**src/rtl/ack_poll_pkg.sv**
```systemverilog
package ack_poll_pkg;

  typedef enum logic [2:0] {
    PS_IDLE,
    PS_START,
    PS_BIT,
    PS_ACK,
    PS_STOP,
    PS_HOLD,
    PS_READY,
    PS_TIMEOUT
  } pollState_t;

  typedef struct packed {
    logic runDiv;
    logic loadShift;
    logic shiftNext;
    logic sampleAck;
    logic clrPoll;
    logic incPoll;
  } pollStrobes_t;

endpackage

```
**src/rtl/ack_poll_datapath.sv**
```systemverilog
module ack_poll_datapath
  import ack_poll_pkg::*;
#(
  parameter int DIV       = 125,
  parameter int MAX_POLLS = 255
) (
  input  logic         clk,
  input  logic         rstN,
  input  pollStrobes_t strb,
  input  logic [6:0]   targetAddr,
  input  logic         sdaIn,
  output logic         tick,
  output logic [1:0]   phase,
  output logic         txBit,
  output logic         lastBit,
  output logic         ackBit,
  output logic         pollsDone
);
  localparam int PW = $clog2(MAX_POLLS + 1);

  // quarter-phase tick generator
  generate
    if (DIV == 1) begin : g_noDiv
      assign tick = strb.runDiv;
    end else begin : g_div
      localparam int DW = $clog2(DIV);
      logic [DW-1:0] divCnt;
      always_ff @(posedge clk) begin
        if (!rstN || !strb.runDiv) divCnt <= '0;
        else if (divCnt == DW'(DIV - 1)) divCnt <= '0;
        else divCnt <= divCnt + 1'b1;
      end
      assign tick = strb.runDiv && (divCnt == DW'(DIV - 1));
    end
  endgenerate

  always_ff @(posedge clk) begin
    if (!rstN || !strb.runDiv) phase <= 2'd0;
    else if (tick) phase <= phase + 2'd1;
  end

  // control byte shifter
  logic [7:0] shiftReg;
  logic [2:0] bitCnt;
  always_ff @(posedge clk) begin
    if (!rstN) begin
      shiftReg <= '0;
      bitCnt   <= '0;
    end else if (strb.loadShift) begin
      shiftReg <= {targetAddr, 1'b0};
      bitCnt   <= '0;
    end else if (strb.shiftNext) begin
      shiftReg <= {shiftReg[6:0], 1'b0};
      bitCnt   <= bitCnt + 3'd1;
    end
  end
  assign txBit   = shiftReg[7];
  assign lastBit = (bitCnt == 3'd7);

  always_ff @(posedge clk) begin
    if (!rstN) ackBit <= 1'b1;
    else if (strb.sampleAck) ackBit <= sdaIn;
  end

  // probe budget
  logic [PW-1:0] pollCnt;
  always_ff @(posedge clk) begin
    if (!rstN) pollCnt <= '0;
    else if (strb.clrPoll) pollCnt <= PW'(1);
    else if (strb.incPoll) pollCnt <= pollCnt + 1'b1;
  end
  assign pollsDone = (pollCnt == PW'(MAX_POLLS));

  assert_poll_bound_R8: assert property (@(posedge clk) disable iff (!rstN)
    pollCnt <= PW'(MAX_POLLS));

  assert_load_write_dir_R2: assert property (@(posedge clk) disable iff (!rstN)
    strb.loadShift |=> (shiftReg[0] == 1'b0 && bitCnt == 3'd0));

endmodule

```
**src/rtl/ack_poll_ctrl.sv**
```systemverilog
module ack_poll_ctrl
  import ack_poll_pkg::*;
#(
  parameter bit STOP_ON_ACK = 1'b0
) (
  input  logic         clk,
  input  logic         rstN,
  input  logic         trigger,
  input  logic         tick,
  input  logic [1:0]   phase,
  input  logic         txBit,
  input  logic         lastBit,
  input  logic         ackBit,
  input  logic         pollsDone,
  output pollStrobes_t strb,
  output logic         sclLowEn,
  output logic         sdaLowEn,
  output logic         ready,
  output logic         timeoutErr
);
  pollState_t state, nextState;
  logic phaseEnd, sclHighPhase;

  assign phaseEnd     = tick && (phase == 2'd3);
  assign sclHighPhase = (phase == 2'd1) || (phase == 2'd2);

  always_ff @(posedge clk) begin
    if (!rstN) state <= PS_IDLE;
    else state <= nextState;
  end

  always_comb begin
    nextState   = state;
    strb        = '0;
    strb.runDiv = (state == PS_START) || (state == PS_BIT) ||
                  (state == PS_ACK) || (state == PS_STOP);
    case (state)
      PS_IDLE, PS_HOLD, PS_READY, PS_TIMEOUT: begin
        if (trigger) begin
          nextState      = PS_START;
          strb.loadShift = 1'b1;
          strb.clrPoll   = 1'b1;
        end
      end
      PS_START: if (phaseEnd) nextState = PS_BIT;
      PS_BIT: begin
        if (phaseEnd) begin
          strb.shiftNext = 1'b1;
          if (lastBit) nextState = PS_ACK;
        end
      end
      PS_ACK: begin
        strb.sampleAck = tick && (phase == 2'd0);
        if (phaseEnd) begin
          if (!ackBit && !STOP_ON_ACK) nextState = PS_HOLD;
          else nextState = PS_STOP;
        end
      end
      PS_STOP: begin
        if (phaseEnd) begin
          if (!ackBit) nextState = PS_READY;
          else if (pollsDone) nextState = PS_TIMEOUT;
          else begin
            nextState      = PS_START;
            strb.loadShift = 1'b1;
            strb.incPoll   = 1'b1;
          end
        end
      end
      default: nextState = PS_IDLE;
    endcase
  end

  always_comb begin
    sclLowEn = 1'b0;
    sdaLowEn = 1'b0;
    case (state)
      PS_START: begin
        sclLowEn = (phase == 2'd0) || (phase == 2'd3);
        sdaLowEn = phase[1];
      end
      PS_BIT: begin
        sclLowEn = !sclHighPhase;
        sdaLowEn = !txBit;
      end
      PS_ACK:  sclLowEn = !sclHighPhase;
      PS_STOP: begin
        sclLowEn = (phase == 2'd0);
        sdaLowEn = !phase[1];
      end
      PS_HOLD: sclLowEn = 1'b1;
      default: ;
    endcase
  end

  assign ready      = (state == PS_HOLD) || (state == PS_READY);
  assign timeoutErr = (state == PS_TIMEOUT);

  assert_sda_quiet_scl_high_R3: assert property (@(posedge clk) disable iff (!rstN)
    (!sclLowEn && $past(!sclLowEn) && state != PS_START && state != PS_STOP)
      |-> $stable(sdaLowEn));

  assert_dir_bit_low_R2: assert property (@(posedge clk) disable iff (!rstN)
    (state == PS_BIT && lastBit) |-> sdaLowEn);

  assert_hold_after_ack_R6: assert property (@(posedge clk) disable iff (!rstN)
    (state == PS_ACK && phaseEnd && !ackBit && !STOP_ON_ACK) |=> (ready && sclLowEn && !sdaLowEn));

  assert_timeout_needs_budget_R8: assert property (@(posedge clk) disable iff (!rstN)
    $rose(timeoutErr) |-> pollsDone);

  assert_busy_ignores_trigger_R10: assert property (@(posedge clk) disable iff (!rstN)
    (trigger && state == PS_BIT && !phaseEnd) |=> state == PS_BIT);

endmodule

```
**src/rtl/ack_poll_master.sv**
```systemverilog
module ack_poll_master
  import ack_poll_pkg::*;
#(
  parameter int DIV         = 125,
  parameter int MAX_POLLS   = 255,
  parameter bit STOP_ON_ACK = 1'b0
) (
  input  logic       clk,
  input  logic       rstN,
  input  logic       trigger,
  input  logic [6:0] targetAddr,
  input  logic       sdaIn,
  output logic       sclLowEn,
  output logic       sdaLowEn,
  output logic       ready,
  output logic       timeoutErr
);
  pollStrobes_t strb;
  logic tick, txBit, lastBit, ackBit, pollsDone;
  logic [1:0] phase;

  ack_poll_ctrl #(.STOP_ON_ACK(STOP_ON_ACK)) u_ctrl (
    .clk(clk), .rstN(rstN), .trigger(trigger), .tick(tick), .phase(phase),
    .txBit(txBit), .lastBit(lastBit), .ackBit(ackBit), .pollsDone(pollsDone),
    .strb(strb), .sclLowEn(sclLowEn), .sdaLowEn(sdaLowEn),
    .ready(ready), .timeoutErr(timeoutErr)
  );

  ack_poll_datapath #(.DIV(DIV), .MAX_POLLS(MAX_POLLS)) u_datapath (
    .clk(clk), .rstN(rstN), .strb(strb), .targetAddr(targetAddr), .sdaIn(sdaIn),
    .tick(tick), .phase(phase), .txBit(txBit), .lastBit(lastBit),
    .ackBit(ackBit), .pollsDone(pollsDone)
  );

endmodule

```
**config.mk**
```make
export PLATFORM = sky130hd
export DESIGN_NAME = ack_poll_master
export DESIGN_NICKNAME = d
export VERILOG_FILES = /design/src/rtl/ack_poll_pkg.sv /design/src/rtl/ack_poll_datapath.sv /design/src/rtl/ack_poll_ctrl.sv /design/src/rtl/ack_poll_master.sv
export SDC_FILE = /design/constraint.sdc
export NUM_CORES = 1
export LEC_CHECK = 0
export CAP_MARGIN = 20
export CORE_MARGIN = 2
export CORE_UTILIZATION = 45
export DETAILED_ROUTE_END_ITERATION = 10
export GPL_TIMING_DRIVEN = 0
export PLACE_DENSITY_LB_ADDON = 0.1
export SLEW_MARGIN = 40
export SYNTH_ARGS = -nofsm -noshare
export SYNTH_HDL_FRONTEND = slang
export SYNTH_SLANG_ARGS = --single-unit
```
**constraint.sdc**
```tcl
create_clock -name clk -period 2.6 [get_ports clk]
set_clock_uncertainty 0.1 [all_clocks]
set_input_delay 0.39 -clock clk [delete_from_list [all_inputs] [get_ports clk]]
set_output_delay 0.39 -clock clk [all_outputs]
set_load 0.01 [all_outputs]
```
# Word-level counts from Yosys, hierarchy flattened
# Cells that the tools add are included.
# word_totals
ff_bits	31
in_bits	11
out_inout_bits	4
wordCells	83
# op_classes
addsub	4
eq_ne	19
muxes	26
bitwise	1
n_reduce_logical	25
# op_table
op	count
two-way mux 3 bit	8
two-way mux 8 bit	2
== test 3 bit (second input constant)	5
one-hot mux 3 bit (5 select lines)	1
two-way mux 1 bit	12
adder 8 x 1 -> 8 bit (second input constant)	1
== test 8 bit (second input constant)	1
inequality test 2 x 1 -> 1 bit (second input constant)	4
OR reduction 2 bit	4
adder 7 x 1 -> 7 bit (second input constant)	1
== test 7 bit (second input constant)	1
logical OR 1 bit	7
== test 3 x 2 -> 1 bit (second input constant)	2
AND reduction 6 bit	1
logical NOT 1 bit	5
== test 2 bit (second input constant)	2
inequality test 2 bit (second input constant)	2
one-hot mux 1 bit (4 select lines)	1
nonzero test 2 bit	2
OR reduction 4 bit	1
adder 3 x 1 -> 3 bit (second input constant)	1
== test 3 x 1 -> 1 bit (second input constant)	1
logical AND 1 bit	3
logical NOT 3 bit	1
other kinds (6)	6

# Longest topological paths before layout
# depth
depth_word	10
depth_mapped	8
depth_no_buf	7

# By module
# A second synthesis with hierarchy kept.
# unflattened
hier_cells	190
area_unflattened_um2	1619.1
# modules_own_cells
module	n_inst	cells_each	area_each_um2	seq_area_each_um2
ack_poll_datapath	1	135	1218.7	560.5
ack_poll_ctrl	1	55	400.4	60.1

# Worst setup path before layout
# Ideal clock, no wire load.
# synth_path
path_type	reg2reg
start	register u_datapath.phase[0]
end	register u_datapath.pollCnt[7]
setup_time_ps	71
t_arrival_ps	1900
required_time_ps	2429
path_slack_ps	528
path_stages_with_launch	7
path_buffers	0
period_less_slack_ps	2072
cell_sequence	dfxtp_1 ha_1 inv_1 or3_1 or3_4 or4_1 a21oi_1
# synth_between
elab_chain_cells	4
# synth_lines
item	line_no	rtl
from (decl)	ack_poll_datapath.sv:13	output logic [1:0] phase,
from (signal assigned)	ack_poll_datapath.sv:39	else if (tick) phase <= phase + 2'd1;
== test 2 bit	ack_poll_ctrl.sv:24	assign phaseEnd = tick && (phase == 2'd3);
logical AND 1 bit	ack_poll_ctrl.sv:24	
two-way mux 1 bit	ack_poll_ctrl.sv:60	if (phaseEnd) begin
two-way mux 1 bit	ack_poll_ctrl.sv:37	case (state)
to (signal assigned)	ack_poll_datapath.sv:70	else if (strb.incPoll) pollCnt <= pollCnt + 1'b1;
to (decl)	ack_poll_datapath.sv:66	logic [PW-1:0] pollCnt;
# No other way between the ends.
# A chain may end at the register's enable or synchronous reset.

# Worst setup path after layout
# layout_path
start	register u_ctrl.state[0]
end	output port sdaLowEn
# layout_between
elab_chain_cells	2
elab_cells_between_ends	4
cone_classes	eq/ne: 3; mux: 1
# layout_lines
item	line_no	rtl
from (decl)	ack_poll_ctrl.sv:21	pollState_t state, nextState;
from (signal assigned)	ack_poll_ctrl.sv:29	else state <= nextState;
== test 3 bit (tied with other cells)	ack_poll_ctrl.sv:77	case (state)
one-hot mux 1 bit (3 select lines) *	ack_poll_ctrl.sv:77	
to (decl)	ack_poll_master.sv:14	output logic sdaLowEn,
# Mark *: on every way between the ends. The rest lies on a longest branch, timed or not.

==> summary.log <==
INFO  final_layout   num_antenna_cells=0
INFO  synth          yosys-top-cells-area=sky130_fd_sc_hd__dfxtp_1 (38%), sky130_fd_sc_hd__nor2_1 (6.3%), sky130_fd_sc_hd__mux2i_1 (5.6%), sky130_fd_sc_hd__ha_1 (5.4%), sky130_fd_sc_hd__xnor2_1 (4.9%)
INFO  floorplan      dieWidth=64.03um
INFO  setup_path     timing.critical_path.slowest_stage_cell=sky130_fd_sc_hd__dfxtp_1
INFO  pwr            total_power_per_unit_cell_area=503.6nW/um2
INFO  pwr            post-layout-total-power=0.9654mW
INFO  floorplan      floorplan.initialDensity=47.84%
INFO  clocking       clockBufferDepth=2
INFO  synth          synthDominantCellAreaShare=38.27%
INFO  synth          synth_async_sr_flop_share=0%
INFO  detailed_routing vias_per_cell=5.395
INFO  synth          synth_edf_count=0
INFO  sta            worst_pin_slew=713.0ps
INFO  detailed_routing route.detailed.wl_per_inst=12.76um
INFO  clocking       cts_htree_levels=2
INFO  floorplan      die_area=4100um2
INFO  floorplan      core.rowCount=21
INFO  synth          count_of_mapped_cells_out_of_synthesis=189
INFO  final_layout   layout.filler_cells=308
INFO  run            maxCapViolations=0
INFO  setup_path     worst_path_largest_cell_delay=610ps
INFO  clocking       post_cts_hold_buffer_count=0
INFO  clocking       numCtsBuffers=5
INFO  floorplan      core_region_area=3390um2
INFO  synth          mappedNetlistNets=207
INFO  final_layout   nets=227
INFO  setup_path     cpLargestDelayFamily=flip-flops
INFO  placement      dp_hpwl=2438um
INFO  floorplan      chipHeight=64.03um
INFO  setup_path     critPathCaptureType=output port
INFO  sta            setup_repair_after_global_routing_missed_its_margin=no
INFO  sta            finalCritPeriodShare=90.62%
INFO  pwr            power.ir.vdd_worst=242.0uV
INFO  global_routing number_of_antenna_violations_at_the_first_check_in_global_routing=0
INFO  setup_path     timing.critical_path.required=2110ps
INFO  placement      port_buffers=14
INFO  detailed_routing detail_route.first_pass.iterations=4
INFO  clocking       cts_tree=yes
INFO  detailed_routing routed-via-count=1381
INFO  clocking       clkTransAtPathRegs=100ps
INFO  global_routing number_of_global_route_vias_before_repair=1338
INFO  placement      postPlaceCellArea=1819um2
INFO  detailed_routing detail_route.wirelength=3266um
INFO  sta            fin_setup_tns=0ps
INFO  final_layout   area.sequential=621.8um2
INFO  setup_path     critPathMaxFanout=14
INFO  synth          synth-seq-cells=31
INFO  setup_path     timing.critical_path.arrival=1870ps
INFO  sta            max-slew-margin-rel=52.46%
INFO  final_layout   fin_area=1917um2
INFO  detailed_routing detail_route.drc_violations=0
INFO  synth          synth_cell_type_count=44
INFO  detailed_routing antenna_left=0
INFO  synth          synth_sequential_area_ratio=38.27%
INFO  sta            final_period_minus_worst_setup_slack=2356ps
INFO  final_layout   area_of_the_multi_input_gates=940.9um2
INFO  sta            report.final.hold_viol_count=0
INFO  global_routing first_pass_grt_wire_length=5940um
INFO  setup_path     critical_path_class=flop to output port
INFO  setup_path     cp-start-kind=flop
INFO  outcome        run_status=finished clean
INFO  synth          synth_largest_area_cell=sky130_fd_sc_hd__dfxtp_1
INFO  sta            achievable_clock_frequency=424.4MHz
INFO  synth          synth.most_common_cell=sky130_fd_sc_hd__dfxtp_1
INFO  detailed_routing detailedRoute.firstIterationViolations=94
INFO  placement      gpl.final_weighted_congestion=0.8047
INFO  global_routing grtUsageTotal=18.18%
INFO  min_path       worst_hold_path_type=flop to flop
INFO  synth          syn_area=1622um2
INFO  sta            finalSetupViolations=0
INFO  setup_path     crit_path_cell_trace=nand2_1 -> o32ai_1 -> clkdlybuf4s50_1
INFO  global_routing grt_max_degree=15
INFO  global_routing grt_remaining_overflow=0
INFO  final_layout   flow.area_growth_from_synthesis=18.21%
INFO  synth          ys.flop_type=sky130_fd_sc_hd__dfxtp_1
INFO  setup_path     cp.buffers_inverters=1
INFO  synth          synthTopCellsByCount=sky130_fd_sc_hd__dfxtp_1 (31), sky130_fd_sc_hd__nor2_1 (27), sky130_fd_sc_hd__nand2_1 (14)
INFO  sta            number_of_slew_limit_violations_in_the_final_report=0
INFO  synth          synth_warnings=0
INFO  floorplan      io-pin-count=15
INFO  pwr            power.static_leakage=0.7116nW
INFO  synth          synth_area_per_cell=8.580um2
INFO  clocking       clk-insertion-delay-late=330ps
INFO  final_layout   drive_above_1_share=10.95%
INFO  clocking       cts_root_buffer_type=sky130_fd_sc_hd__clkbuf_4
INFO  clocking       cts.sink_count=31
per-layer routing:
metal | global-route usage [%] | vias to the layer above | part of all wire [%]
met5 | 0 | - | 0
met4 | 4.348 | 0 | 1.0
met3 | 6.338 | 5 | 5.2
met2 | 29.04 | 30 | 47
met1 | 23.46 | 650 | 47
li1 | - | 696 | -
cell usage in the layout, fill, tap and decap left out, types with 2 or more instances in the layout:
cell type,netlist,layout
sky130_fd_sc_hd__mux2i_1,9,9
sky130_fd_sc_hd__clkbuf_1,6,3
sky130_fd_sc_hd__a21boi_0,2,2
sky130_fd_sc_hd__ha_1,7,7
sky130_fd_sc_hd__or4_1,2,2
sky130_fd_sc_hd__xnor2_1,9,9
sky130_fd_sc_hd__nand2_1,14,14
sky130_fd_sc_hd__nor2b_1,2,2
sky130_fd_sc_hd__nand4_1,2,2
sky130_fd_sc_hd__o21ai_0,9,9
sky130_fd_sc_hd__nand2b_1,2,2
sky130_fd_sc_hd__a21oi_1,5,5
sky130_fd_sc_hd__nand3_1,9,9
sky130_fd_sc_hd__o21ai_2,1,2
sky130_fd_sc_hd__or3_1,2,2
sky130_fd_sc_hd__nor3_2,2,3
sky130_fd_sc_hd__o211ai_1,7,7
sky130_fd_sc_hd__clkbuf_4,0,5
sky130_fd_sc_hd__dfxtp_1,31,30
sky130_fd_sc_hd__nor2_1,27,27
sky130_fd_sc_hd__clkbuf_2,0,2
sky130_fd_sc_hd__xor2_1,5,5
sky130_fd_sc_hd__clkdlybuf4s50_1,0,13
sky130_fd_sc_hd__o22ai_1,2,2
sky130_fd_sc_hd__and2_1,2,2
sky130_fd_sc_hd__inv_1,10,10
sky130_fd_sc_hd__nor4_2,2,2
through the flow:
| step | instances | worst slack [ps] | hold slack [ps] | util [%] |
|---|---|---|---|---|
| after floorplan | 189 | 528.5 | 329.7 | - |
| after global placement | 249 | 312.9 | 342.1 | 53.67 |
| after detailed placement | 249 | 294.4 | 383.1 | 53.67 |
| after CTS | 256 | 5.200 | 405.2 | 56.11 |
| after global routing | 256 | 68.92 | 453.3 | 56.55 |
| final | 256 | 243.8 | 396.1 | 56.55 |
logic make-up after synthesis:
family	Yosys count	share of synthesized area [%]
simple gates	75	24.85
compound gates	35	14.12
flops	31	38.27
buf+inv	18	4.243
xor+xnor	14	7.562
mux	9	5.556
fa+ha+maj	7	5.401
worst paths after layout:
kind | from | end | slack (ps) | cells after the start
hold / removal | u_datapath.g_div.divCnt[0]$_SDFF_PP0_ | u_datapath.g_div.divCnt[0]$_SDFF_PP0_ | 400 | 1
hold reg to reg | u_datapath.g_div.divCnt[0]$_SDFF_PP0_ | u_datapath.g_div.divCnt[0]$_SDFF_PP0_ | 400 | 1
setup reg to reg | u_ctrl.state[0]$_SDFFE_PN0P_ | u_datapath.shiftReg[3]$_SDFFE_PN0P_ | 350 | 6
setup / recovery | u_ctrl.state[0]$_SDFFE_PN0P_ | sdaLowEn | 240 | 3
final cells by class:
type	count	share of cell area [%]
Sequential cell	31	32.44
Timing Repair Buffer	14	7.441
Inverter	10	1.958
Clock buffer	6	2.676
Tap cell	46	3.003
Multi-Input combinational cell	140	49.09
Clock inverter	2	1.828
Buffer	7	1.567
timing repair:
| action | in CTS | in global routing |
|---|---|---|
| gates resized for setup | 0 | 7 |
| pin swaps | 0 | 0 |
| endpoints found under the setup margin | 1 | 4 |
| buffers inserted | 0 | 0 |
registers in the layout, summed over array words and instances, names as in the netlist:
register	cells
u_datapath.pollCnt	8
u_datapath.g_div.divCnt	7
u_datapath.shiftReg	7
u_ctrl.state	3
u_datapath.bitCnt	3
u_datapath.phase	2
u_datapath.ackBit	1
where the power goes:
group	switching [mW]	leakage [nW]	total (mW)	internal [mW]
Clock	0.166	0.0482	0.393	0.227
Sequential	0.0129	0.252	0.500	0.487
Combinational	0.0357	0.411	0.0724	0.0366
Power figures use the tool's default switching activity.
